--- src/rtl/eeprom_seq_pkg.sv ---
package eeprom_seq_pkg;

  // control register bit positions
  localparam int CB_PGM   = 0;
  localparam int CB_LAT   = 1;
  localparam int CB_ERASE = 2;
  localparam int CB_ROW   = 3;
  localparam int CB_BYTE  = 4;
  localparam logic [7:0] CTRL_MASK = 8'h1F;

  typedef enum logic [2:0] {
    ERR_NONE         = 3'd0,
    ERR_BOTH_ON      = 3'd1,
    ERR_PGM_NO_ADDR  = 3'd2,
    ERR_SHORT_HOLD   = 3'd3,
    ERR_NOT_ARMED    = 3'd4,
    ERR_DOUBLE_LATCH = 3'd5,
    ERR_READ_ARMED   = 3'd6
  } err_code_e;

  typedef enum logic [1:0] {
    OP_PROGRAM    = 2'd0,
    OP_ERASE_BYTE = 2'd1,
    OP_ERASE_ROW  = 2'd2,
    OP_ERASE_BULK = 2'd3
  } commit_op_e;

  typedef enum logic {
    LS_EMPTY = 1'b0,
    LS_HELD  = 1'b1
  } latch_state_e;

  // latch enable and voltage enable both switched on from all-off
  function automatic logic both_rising(logic [7:0] cur, logic [7:0] wr);
    return !cur[CB_LAT] && !cur[CB_PGM] && wr[CB_LAT] && wr[CB_PGM];
  endfunction

  // value stored by an accepted control write
  function automatic logic [7:0] filter_ctrl(logic [7:0] wr);
    return wr[CB_LAT] ? (wr & CTRL_MASK) : 8'h00;
  endfunction

  // operation selected by the mode bits that were in force before the commit
  function automatic commit_op_e pick_op(logic [7:0] cur, logic at_cfg);
    if (!cur[CB_ERASE])                return OP_PROGRAM;
    else if (cur[CB_BYTE] || at_cfg)   return OP_ERASE_BYTE;
    else if (cur[CB_ROW])              return OP_ERASE_ROW;
    else                               return OP_ERASE_BULK;
  endfunction

  // new contents of one cell for a given commit
  function automatic logic [7:0] cell_after(logic [7:0] old, commit_op_e op,
                                            logic hit_byte, logic hit_row,
                                            logic [7:0] ldata);
    case (op)
      OP_PROGRAM:    return hit_byte ? (old & ldata) : old;
      OP_ERASE_BYTE: return hit_byte ? 8'hFF : old;
      OP_ERASE_ROW:  return hit_row  ? 8'hFF : old;
      default:       return 8'hFF;
    endcase
  endfunction

endpackage

--- src/rtl/eeprom_hv_timer.sv ---
module eeprom_hv_timer #(
  parameter int HOLD_MIN = 10000,
  localparam int CNT_W = $clog2(HOLD_MIN) + 1
) (
  input  logic clk,
  input  logic rst_n,
  input  logic restart,
  input  logic run,
  output logic hold_short
);
  localparam logic [CNT_W-1:0] SAT = CNT_W'(HOLD_MIN - 1);

  logic [CNT_W-1:0] cnt;

  // cnt equals edges-since-restart minus one; saturates once the window is met
  always_ff @(posedge clk) begin
    if (!rst_n)                 cnt <= '0;
    else if (restart)           cnt <= '0;
    else if (run && cnt != SAT) cnt <= cnt + 1'b1;
  end

  assign hold_short = (cnt < SAT);
endmodule

--- src/rtl/eeprom_prog_ctrl.sv ---
module eeprom_prog_ctrl
  import eeprom_seq_pkg::*;
#(
  parameter int IDX_W   = 7,
  parameter int CFG_IDX = 64
) (
  input  logic             clk,
  input  logic             rst_n,
  input  logic             ctrl_wr,
  input  logic [7:0]       ctrl_wdata,
  input  logic             data_wr,
  input  logic [IDX_W-1:0] data_idx,
  input  logic [7:0]       data_val,
  input  logic             rd_req,
  input  logic             hold_short,
  output logic [7:0]       ctrl_q,
  output logic             lat_held,
  output logic [IDX_W-1:0] lat_idx,
  output logic [7:0]       lat_val,
  output logic             commit_evt,
  output commit_op_e       commit_op,
  output logic             both_rise,
  output logic             timer_restart,
  output logic             timer_run,
  output logic             err_valid,
  output logic [2:0]       err_code
);
  latch_state_e lstate;
  err_code_e    err_next;
  logic [7:0]   ctrl_new;
  logic         accept_ctrl, pgm_on_wr, pgm_fall, arm_ok;

  assign both_rise   = ctrl_wr && both_rising(ctrl_q, ctrl_wdata);
  assign ctrl_new    = filter_ctrl(ctrl_wdata);
  assign accept_ctrl = ctrl_wr && !both_rise;
  assign pgm_on_wr   = accept_ctrl && ctrl_new[CB_PGM];
  assign pgm_fall    = accept_ctrl && ctrl_q[CB_PGM] && !ctrl_new[CB_PGM];
  assign lat_held    = (lstate == LS_HELD);
  assign commit_evt  = pgm_fall && lat_held;
  assign commit_op   = pick_op(ctrl_q, lat_idx == IDX_W'(CFG_IDX));
  assign arm_ok      = data_wr && ctrl_q[CB_LAT] && !lat_held;

  assign timer_restart = pgm_on_wr;
  assign timer_run     = ctrl_q[CB_PGM];

  always_comb begin
    if (both_rise)                        err_next = ERR_BOTH_ON;
    else if (pgm_on_wr && !lat_held)      err_next = ERR_PGM_NO_ADDR;
    else if (pgm_fall && hold_short)      err_next = ERR_SHORT_HOLD;
    else if (data_wr && !ctrl_q[CB_LAT])  err_next = ERR_NOT_ARMED;
    else if (data_wr && lat_held)         err_next = ERR_DOUBLE_LATCH;
    else if (rd_req && ctrl_q[CB_LAT])    err_next = ERR_READ_ARMED;
    else                                  err_next = ERR_NONE;
  end

  always_ff @(posedge clk) begin
    if (!rst_n) begin
      ctrl_q    <= 8'h00;
      lstate    <= LS_EMPTY;
      lat_idx   <= '0;
      lat_val   <= 8'h00;
      err_valid <= 1'b0;
      err_code  <= 3'd0;
    end else begin
      if (accept_ctrl) ctrl_q <= ctrl_new;
      if (commit_evt) begin
        lstate <= LS_EMPTY;
      end else if (arm_ok) begin
        lstate  <= LS_HELD;
        lat_idx <= data_idx;
        lat_val <= data_val;
      end
      err_valid <= (err_next != ERR_NONE);
      err_code  <= err_next;
    end
  end
endmodule

--- src/rtl/eeprom_cell_array.sv ---
module eeprom_cell_array
  import eeprom_seq_pkg::*;
#(
  parameter int ARRAY_BYTES = 64,
  parameter int ROW_BYTES   = 16,
  localparam int ADDR_W = $clog2(ARRAY_BYTES),
  localparam int IDX_W  = $clog2(ARRAY_BYTES + 1)
) (
  input  logic             clk,
  input  logic             pwr_rst_n,
  input  logic             commit,
  input  commit_op_e       op,
  input  logic [IDX_W-1:0] lat_idx,
  input  logic [7:0]       lat_val,
  input  logic [ADDR_W-1:0] rd_addr,
  output logic [7:0]       rd_data,
  output logic [7:0]       cfg_byte
);
  localparam int CELLS     = ARRAY_BYTES + 1;
  localparam int ROW_SHIFT = $clog2(ROW_BYTES);

  logic [7:0] cells [CELLS];

  function automatic logic [IDX_W-1:0] row_of(logic [IDX_W-1:0] idx);
    return idx >> ROW_SHIFT;
  endfunction

  always_ff @(posedge clk) begin
    for (int i = 0; i < CELLS; i++) begin
      if (!pwr_rst_n)
        cells[i] <= 8'hFF;
      else if (commit)
        cells[i] <= cell_after(cells[i], op,
                               lat_idx == IDX_W'(i),
                               row_of(IDX_W'(i)) == row_of(lat_idx),
                               lat_val);
    end
  end

  assign rd_data  = cells[IDX_W'(rd_addr)];
  assign cfg_byte = cells[ARRAY_BYTES];
endmodule

--- src/rtl/eeprom_seq_ctrl.sv ---
module eeprom_seq_ctrl
  import eeprom_seq_pkg::*;
#(
  parameter int ARRAY_BYTES = 64,
  parameter int ROW_BYTES   = 16,
  parameter int HOLD_MIN    = 10000,
  parameter int CFG_EN_BIT  = 0,
  localparam int ADDR_W = $clog2(ARRAY_BYTES)
) (
  input  logic              clk,
  input  logic              pwr_rst_n,
  input  logic              rst_n,
  input  logic              reg_we,
  input  logic              reg_sel,
  input  logic [7:0]        reg_wdata,
  output logic [7:0]        ctrl_q,
  output logic [7:0]        cfg_q,
  input  logic              mem_we,
  input  logic              mem_re,
  input  logic [ADDR_W-1:0] mem_addr,
  input  logic [7:0]        mem_wdata,
  output logic [7:0]        mem_rdata,
  output logic              mem_mapped,
  output logic              err_valid,
  output logic [2:0]        err_code
);
  localparam int IDX_W = $clog2(ARRAY_BYTES + 1);

  logic             ctl_rst_n, ctrl_wr, cfg_wr, data_wr, rd_req;
  logic [IDX_W-1:0] data_idx, lat_idx;
  logic [7:0]       data_val, lat_val, arr_rd, cfg_byte;
  logic             lat_held, commit_evt, both_rise, hold_short;
  logic             timer_restart, timer_run;
  commit_op_e       commit_op;

  assign ctl_rst_n = rst_n && pwr_rst_n;
  assign ctrl_wr   = reg_we && !reg_sel;
  assign cfg_wr    = reg_we && reg_sel;
  assign data_wr   = cfg_wr || (mem_we && mem_mapped);
  assign data_idx  = cfg_wr ? IDX_W'(ARRAY_BYTES) : IDX_W'(mem_addr);
  assign data_val  = cfg_wr ? reg_wdata : mem_wdata;
  assign rd_req    = mem_re && mem_mapped;

  eeprom_prog_ctrl #(.IDX_W(IDX_W), .CFG_IDX(ARRAY_BYTES)) u_ctrl (
    .clk(clk), .rst_n(ctl_rst_n),
    .ctrl_wr(ctrl_wr), .ctrl_wdata(reg_wdata),
    .data_wr(data_wr), .data_idx(data_idx), .data_val(data_val),
    .rd_req(rd_req), .hold_short(hold_short),
    .ctrl_q(ctrl_q), .lat_held(lat_held), .lat_idx(lat_idx), .lat_val(lat_val),
    .commit_evt(commit_evt), .commit_op(commit_op), .both_rise(both_rise),
    .timer_restart(timer_restart), .timer_run(timer_run),
    .err_valid(err_valid), .err_code(err_code)
  );

  eeprom_hv_timer #(.HOLD_MIN(HOLD_MIN)) u_timer (
    .clk(clk), .rst_n(ctl_rst_n),
    .restart(timer_restart), .run(timer_run), .hold_short(hold_short)
  );

  eeprom_cell_array #(.ARRAY_BYTES(ARRAY_BYTES), .ROW_BYTES(ROW_BYTES)) u_cells (
    .clk(clk), .pwr_rst_n(pwr_rst_n),
    .commit(commit_evt), .op(commit_op),
    .lat_idx(lat_idx), .lat_val(lat_val),
    .rd_addr(mem_addr), .rd_data(arr_rd), .cfg_byte(cfg_byte)
  );

  // live configuration: reloaded from the hidden byte only while in reset
  always_ff @(posedge clk) begin
    if (!pwr_rst_n) begin
      cfg_q      <= 8'hFF;
      mem_mapped <= 1'b1;
    end else if (!rst_n) begin
      cfg_q      <= cfg_byte;
      mem_mapped <= cfg_byte[CFG_EN_BIT];
    end
  end

  assign mem_rdata = mem_mapped ? arr_rd : 8'h00;
endmodule

--- config.mk ---
export PLATFORM = sky130hd
export DESIGN_NAME = eeprom_seq_ctrl
export DESIGN_NICKNAME = d
export VERILOG_FILES = /design/src/rtl/eeprom_seq_pkg.sv /design/src/rtl/eeprom_hv_timer.sv /design/src/rtl/eeprom_prog_ctrl.sv /design/src/rtl/eeprom_cell_array.sv /design/src/rtl/eeprom_seq_ctrl.sv
export SDC_FILE = /design/constraint.sdc
export NUM_CORES = 1
export LEC_CHECK = 0
export ABC_AREA = 1
export ABC_CLOCK_PERIOD_IN_PS = 2440
export BUFFER_PORTS_ARGS = -buffer_cell sky130_fd_sc_hd__buf_2
export CAP_MARGIN = 20
export CORE_MARGIN = 5
export CORE_UTILIZATION = 44
export CTS_CLUSTER_SIZE = 25
export DETAILED_ROUTE_END_ITERATION = 12
export HOLD_SLACK_MARGIN = 0.06
export PLACE_DENSITY_LB_ADDON = 0.05
export SLEW_MARGIN = 20
export SYNTH_ARGS = -nofsm -noshare
export SYNTH_HDL_FRONTEND = slang
export SYNTH_SLANG_ARGS = --single-unit
--- constraint.sdc ---
create_clock -name clk -period 2.44 [get_ports clk]
set_clock_uncertainty 0.2 [all_clocks]
set_input_delay 0.488 -clock clk [delete_from_list [all_inputs] [get_ports clk]]
set_output_delay 0.488 -clock clk [all_outputs]
set_load 0.05 [all_outputs]
==> results of run 1 <==
==> worst min-delay path, cell delays in order <==
cell	delay, ns
buf_2	0.08
nand2_1	0.05
nand2_1	0.08
o21ai_0	0.09
a21oi_1	0.10
==> worst min-delay path by stage <==
stage	startpoint	end	depth (start not counted)
after floorplan	u_cells.cells[64][1]$_SDFFCE_PN1P_	cfg_q[1]$_SDFFE_PN1N_	2
after global placement	cfg_q[3]$_SDFFE_PN1N_	cfg_q[3]$_SDFFE_PN1N_	2
after detailed placement	cfg_q[4]$_SDFFE_PN1N_	cfg_q[4]$_SDFFE_PN1N_	2
after CTS	mem_wdata[6]	u_ctrl.lat_val[6]$_SDFFE_PN0P_	5
after global routing	mem_wdata[6]	u_ctrl.lat_val[6]$_SDFFE_PN0P_	5
final	mem_wdata[3]	u_ctrl.lat_val[3]$_SDFFE_PN0P_	5
==> registers in the layout, summed over array words and instances (netlist names) <==
signal and flops:
u_ctrl.lat_idx 7, u_timer.cnt 15, u_cells.cells 520, u_ctrl.err_code 3, u_ctrl.err_valid 1, cfg_q 8
u_ctrl.lat_held 1, u_ctrl.ctrl_q 5, u_ctrl.lat_val 8
==> layout by cell type (no fill, tap or decap), types with 8 or more instances in the layout <==
master     synthesis  final
clkbuf_1          91     19
nor2_2             3     12
dfxtp_1           48     36
buf_12             0     70
buf_6              0     22
o21ai_0           46     40
nand3_2            1     92
nand3_1          442    336
edfxtp_1         520    520
buf_4              9    174
nor2_1            98     38
clkbuf_16          0     82
a21oi_4            0      8
inv_1             60     60
nor2_4             1     52
buf_16             0     20
nand2_2            2     48
clkinv_2           0     10
nand3_4            0     15
a21oi_1          123    115
a211oi_1           9      9
buf_2            127     44
nand2_1         1720   1668
==> layout make-up <==
| type | count | area (µm²) | share of cell area [%] |
|---|---|---|---|
| multi-input combinational | 2484 | 11600 | 32.4 |
| sequential | 568 | 16600 | 46.2 |
| timing repair buffer | 359 | 4290 | 11.9 |
| tap | 855 | 1070 | 2.97 |
| timing repair inverter | 1 | 16.3 | 0.0452 |
| clock inverter | 21 | 213 | 0.591 |
| inverter | 68 | 295 | 0.821 |
| clock buffer | 91 | 1840 | 5.11 |
==> timing repair <==
| item | 4_1_cts | 5_1_grt |
|---|---|---|
| endpoints found under the setup margin | 448 | 331 |
| gates resized for setup | 240 | 144 |
| endpoints found under the hold margin | 11 | 0 |
| setup buffers | 26 | 36 |
| hold buffers | 7 | 0 |
| gates cloned | 16 | 13 |
| pin swaps | 45 | 60 |
==> routing by layer <==
| layer | GRT usage [%] | part of all wire [%] | vias to the layer above |
|---|---|---|---|
| li1 | - | - | 11500 |
| met1 | 36.2 | 44 | 11900 |
| met2 | 41.5 | 47 | 926 |
| met3 | 3.39 | 6.9 | 142 |
| met4 | 7.28 | 2.5 | 0 |
| met5 | 0 | 0 | - |
==> power by group through the flow <==
| stage | combinational, W | sequential [W] | clock [W] |
|---|---|---|---|
| detailed placement | 0.00176 | 0.0108 | 0 |
| CTS | 0.00212 | 0.0106 | 0.00984 |
| finish | 0.00235 | 0.0106 | 0.00968 |
| global placement | 0.00175 | 0.0108 | 0 |
| floorplan | 0.00101 | 0.0108 | 0 |
| global route | 0.00250 | 0.0106 | 0.0102 |
==> logic make-up after synthesis <==
| family | Yosys count |
|---|---|
| other | 1 |
| AO/OA/AOI/OAI | 188 |
| AND/OR/NAND/NOR | 2284 |
| adder cells (fa/ha/maj) | 1 |
| flip-flops | 568 |
| XOR/XNOR | 7 |
| buffers and inverters | 321 |
==> per-stage QoR <==
stage	hold WS, ns	area, µm²	cells	setup TNS [ns]	total power, W
2_1_floorplan	0.248	28400	3372	-0.0818	0.0118
3_3_place_gp	0.256	30900	4240	-150.69	0.0126
3_5_place_dp	0.253	30900	4240	-165.22	0.0126
4_1_cts	0.0935	34800	4401	-6.95	0.0226
5_1_grt	0.115	36000	4447	-4.09	0.0233
6_report	0.115	36000	4447	-3.24	0.0226
==> results.py, run 1 <==
metrics = {
    "status": {
        "outcome": "finished with violations",
        "violations": "negative setup slack",
    },
    "synth": {
        "ys_seq_elements": 568,
        "synthTopCellsByArea": "edfxtp_1 55%, nand2_1 23%, nand3_1 7.8%",
        "avgSynthCellArea_um2": 8.39,
        "synthCells": 3370,
        "synthXorXnorAreaFrac_pct": 0.217,
        "synth.yosys.seq_area_share_pct": 58.6,
        "post_synth_num_cell_types": 35,
        "yosysTopAreaCellShare_pct": 55.2,
        "synth_compound_area_share_pct": 3.60,
        "synthesis.area_um2": 28300,
        "synth_edf_count": 520,
        "synth.most_common_cell": "nand2_1",
        "async_reset_ff_share_pct": 0,
        "synthFlopType": "edfxtp_1",
        "yosys-top-cells-count": "1720 x nand2_1, 520 x edfxtp_1, 442 x nand3_1, 127 x buf_2, 123 x a21oi_1",
        "ys_warn_count": 0,
        "synthAdderAreaFrac_pct": 0.0442,
        "synth_top_family_by_area": "simple AND/OR/NAND/NOR gates",
        "yosys.area.top_type": "edfxtp_1",
        "muxShareOfSynthArea_pct": 0,
        "synth_simple_gate_area_share_pct": 32.6,
    },
    "critical_path": {
        "cp.arrival_ns": 2.19,
        "required_ns": 1.75,
        "reg2reg_depth": 6,
        "worst_path_max_delay_cell": "o21ai_0",
        "path_delay_family": "buffers and inverters",
        "crit_path_max_fanout": 30,
        "crit_buf_inv": 4,
        "path_cells": "clkbuf_16, buf_12, buf_16, o21ai_0, nand3_1, nand2_1, nand2_1, nand3_2, nand3_4, a21oi_4, buf_6",
        "cp-endpoint": "mem_rdata[7]",
        "start_kind": "input pin",
        "rr_endpoint": "u_ctrl.lat_val[7]$_SDFFE_PN0P_",
        "cp.depth": 11,
        "path_class": "in -> out",
        "slowest_delay_ns": 0.24,
        "critical_path.startpoint": "mem_addr[0]",
        "crit_top_cell": "nand2_1",
        "rrSetupSlack_ns": 0.02,
        "regToRegStartpoint": "cfg_q[0]$_SDFFE_PN1N_",
        "end_kind": "output pin",
    },
    "sta": {
        "setup_viol_count_final": 8,
        "drv_slew": 0,
        "min_period_over_period_pct": 118,
        "period_needed_ns": 2.88,
        "hold_viol": 0,
        "fmax_mhz": 347,
        "worstMarginPinSlew_ns": 0.569,
        "setup_slack_ns": -0.438,
        "relSlewSlack_pct": 62.1,
        "rsz0062_at_grt": "yes",
    },
    "finish": {
        "syn_to_final_growth_pct": 27.2,
        "n_fill_cell": 5798,
        "num_antenna_cells": 0,
        "fin_nets": 3578,
        "utilization_pct": 56.1,
        "drive_above_1_share_pct": 19.7,
    },
    "power_and_ir_drop": {
        "p_int_w": 0.0171,
        "p_leak_nw": 12.1,
        "power_switching_w": 0.00548,
        "pwr_density_cell_nw_per_um2": 629,
        "vdd_drop_max_v": 0.000479,
        "p_comb_share_pct": 10.4,
        "clock_power_share_pct": 42.8,
        "sequentialPowerShare_pct": 46.8,
        "swShare_pct": 24.2,
    },
    "route": {
        "first_pass_iters": 6,
        "route.detailed.drc": 0,
        "wl_um": 93700,
        "drt_iter0_drc": 2612,
        "avgRoutedWirePerCell_um": 21.1,
        "vias": 24400,
        "ant_nets": 0,
        "vias_per_cell": 5.49,
    },
    "floorplanning": {
        "rows": 93,
        "start_util_pct": 44.1,
        "die_width_um": 264,
        "die_area_um2": 69500,
        "die_h_um": 264,
        "io_pins": 58,
        "coreArea_um2": 64100,
    },
    "placed_design": {
        "pre_cts_ws_ns": -0.719,
        "place.gp.congestion": 0.915,
        "port_buffers": 54,
        "hpwl_um": 57500,
    },
    "global_routing": {
        "grt_pass1_wl_um": 140000,
        "grt-ovfl-total": 0,
        "antenna_found_initial": 0,
        "grt_pass1_vias": 23500,
        "grt_usage_pct": 25.5,
        "grt_max_degree": 53,
    },
    "clock_network": {
        "cts_buffers": 66,
        "cts_root_buffer": "clkbuf_16",
        "cts_tree": "yes",
        "htree_levels": 3,
        "path_clk_slew_ns": 0.06,
        "cts_buffer_depth": 3,
        "clock-sinks": 568,
        "clk_latency_ns": 0.60,
    },
    "worst_hold_path": {
        "min_path_type": "in -> reg",
    },
    "flow_run": {
        "cap_violations": 0,
    },
}
Power figures use the tool's default switching activity.
==> inputs of run 2 (changes only) <==
Settings changed: REMOVE_ABC_BUFFERS from default to 1.
==> run 2 against run 1 <==
  * The flow still finishes with violations (negative setup slack)
  * Clock power grew 1%
  * First-iteration DRC count down 2.4%
  * Highest routed layer unchanged
  * Flip-flop and latch count is the same
  * Sequential share of layout area grew 0.86 points
  * Critical endpoint is now mem_rdata[1]
  * Largest cell class unchanged
  * Non-clock buffer count fell by 26
==> results.py, run 2 (same netlist as run 1, synthesis figures left out) <==
metrics = {
    "clock_network": {
        "path_clk_slew_ns": 0.05,
        "clk_latency_ns": 0.60,
        "cts_tree": "yes",
        "cts_buffers": 68,
        "cts_root_buffer": "clkbuf_16",
        "htree_levels": 3,
        "cts_buffer_depth": 3,
        "clock-sinks": 568,
    },
    "flow_run": {
        "cap_violations": 0,
    },
    "status": {
        "violations": "negative setup slack",
        "outcome": "finished with violations",
    },
    "critical_path": {
        "crit_path_max_fanout": 8,
        "end_kind": "output pin",
        "rrSetupSlack_ns": 0.07,
        "crit_buf_inv": 7,
        "path_cells": "clkbuf_16, clkinv_16, buf_12, buf_16, buf_4, nand2_1, nand3_2, nand3_2, nand2_2, nand2_2, nand3_2, nand3_2, a21oi_4, buf_6, buf_12",
        "slowest_delay_ns": 0.21,
        "path_class": "in -> out",
        "path_delay_family": "buffers and inverters",
        "worst_path_max_delay_cell": "clkbuf_16",
        "required_ns": 1.75,
        "crit_top_cell": "nand3_2",
        "cp.arrival_ns": 2.21,
        "start_kind": "input pin",
    },
    "finish": {
        "n_fill_cell": 5881,
        "largest_registers": "u_cells.cells (520), u_timer.cnt (15)",
        "final_common_cell": "nand2_1",
        "drive_above_1_share_pct": 18.3,
        "regMostFlops": "u_cells.cells",
        "final_cells": 4435,
        "fin_nets": 3555,
        "num_antenna_cells": 0,
        "syn_to_final_growth_pct": 24.8,
        "mostFrequentLayoutCells": "1679 x nand2_1, 520 x edfxtp_1, 353 x nand3_1",
        "largest_reg_flops": 520,
    },
    "sta": {
        "hold_viol": 0,
        "period_needed_ns": 2.90,
        "setup_tns_ns": -3.29,
        "min_period_over_period_pct": 119,
        "worstMarginPinSlew_ns": 0.847,
        "setup_slack_ns": -0.456,
        "fin_hold_ws_ns": 0.0836,
        "fmax_mhz": 345,
        "relSlewSlack_pct": 43.4,
        "setup_viol_count_final": 8,
        "rsz0062_at_grt": "yes",
        "drv_slew": 0,
    },
    "placed_design": {
        "place.gp.congestion": 0.898,
        "port_buffers": 54,
        "dpl.cell_count": 4264,
        "pre_cts_ws_ns": -0.929,
        "hpwl_um": 59300,
    },
    "floorplanning": {
        "die_width_um": 264,
        "coreArea_um2": 64100,
        "rows": 93,
        "die_area_um2": 69500,
        "start_util_pct": 44.1,
        "io_pins": 58,
        "die_h_um": 264,
    },
    "route": {
        "drt_iter0_drc": 2549,
        "vias": 24300,
        "met2_wirelength_um": 42200,
        "first_pass_iters": 6,
        "wl_um": 93600,
        "ant_nets": 0,
        "vias_per_cell": 5.48,
        "highest_layer": "met4",
        "met1_length_um": 41500,
        "wl_met3_um": 7570,
        "avgRoutedWirePerCell_um": 21.1,
        "route.detailed.drc": 0,
    },
    "global_routing": {
        "grt_pass1_vias": 23300,
        "antenna_found_initial": 0,
        "grt_usage_pct": 25.6,
        "grt_pass1_wl_um": 140000,
        "grt-ovfl-total": 0,
        "grt_max_degree": 90,
    },
    "worst_hold_path": {
        "min_path_type": "in -> reg",
    },
    "power_and_ir_drop": {
        "vdd_drop_max_v": 0.000518,
        "pwr_density_cell_nw_per_um2": 641,
        "p_leak_nw": 11.8,
    },
}
run 2: metal layers:
metal	GRT usage [%]	vias to the layer above
li1	-	11400
met1	37.4	11800
met2	40.0	1005
met3	3.93	143
met4	6.82	0
met5	0	-
run 2: layout make-up:
class	instances	area (µm²)	area share (%)
clock buffer	91	1880	5.33
clock inverter	34	235	0.666
inverter	68	300	0.850
multi-input combinational	2484	11400	32.4
sequential	568	16600	47.0
tap	855	1070	3.03
timing repair buffer	333	3750	10.6
timing repair inverter	2	25.0	0.0709
run 2: repair_timing:
action,CTS,global route
endpoints found under the setup margin,456,454
gates resized for setup,132,182
pin swaps,10,51
hold buffers,7,0
setup buffers,8,11
endpoints found under the hold margin,12,0
cloned,9,15
run 2: path summary, 6_finish.rpt:
kind	from	to	cells past startpoint
setup / recovery	mem_addr[0]	mem_rdata[1]	15
hold / removal	mem_wdata[0]	u_ctrl.lat_val[0]$_SDFFE_PN0P_	5
setup reg to reg	u_ctrl.lat_idx[0]$_SDFFE_PN0P_	u_cells.cells[45][0]$_SDFFCE_PN1P_	10
hold reg to reg	u_timer.cnt[14]$_SDFFE_PP0P_	u_timer.cnt[14]$_SDFFE_PP0P_	2
run 2: metrics by stage:
step	total power (W)	utilization (%)	cell area, µm²
after global routing	0.0234	55.1	35300
final	0.0226	55.1	35300
after floorplan	0.0117	-	27200
after CTS	0.0226	53.2	34100
after detailed placement	0.0126	48.6	31100
after global placement	0.0126	48.6	31100
run 2: power breakdown:
part | internal [W] | switching, W
sequential | 0.0106 | 0.0000178
clock | 0.00565 | 0.00414
combinational | 0.000799 | 0.00144
total | 0.0170 | 0.00560
run 2: tightest hold or removal path, stage by stage:
cell and delay [ns]:
buf_2 0.08, nand2_1 0.04, nand2_1 0.05, o21ai_0 0.08, a21oi_1 0.10
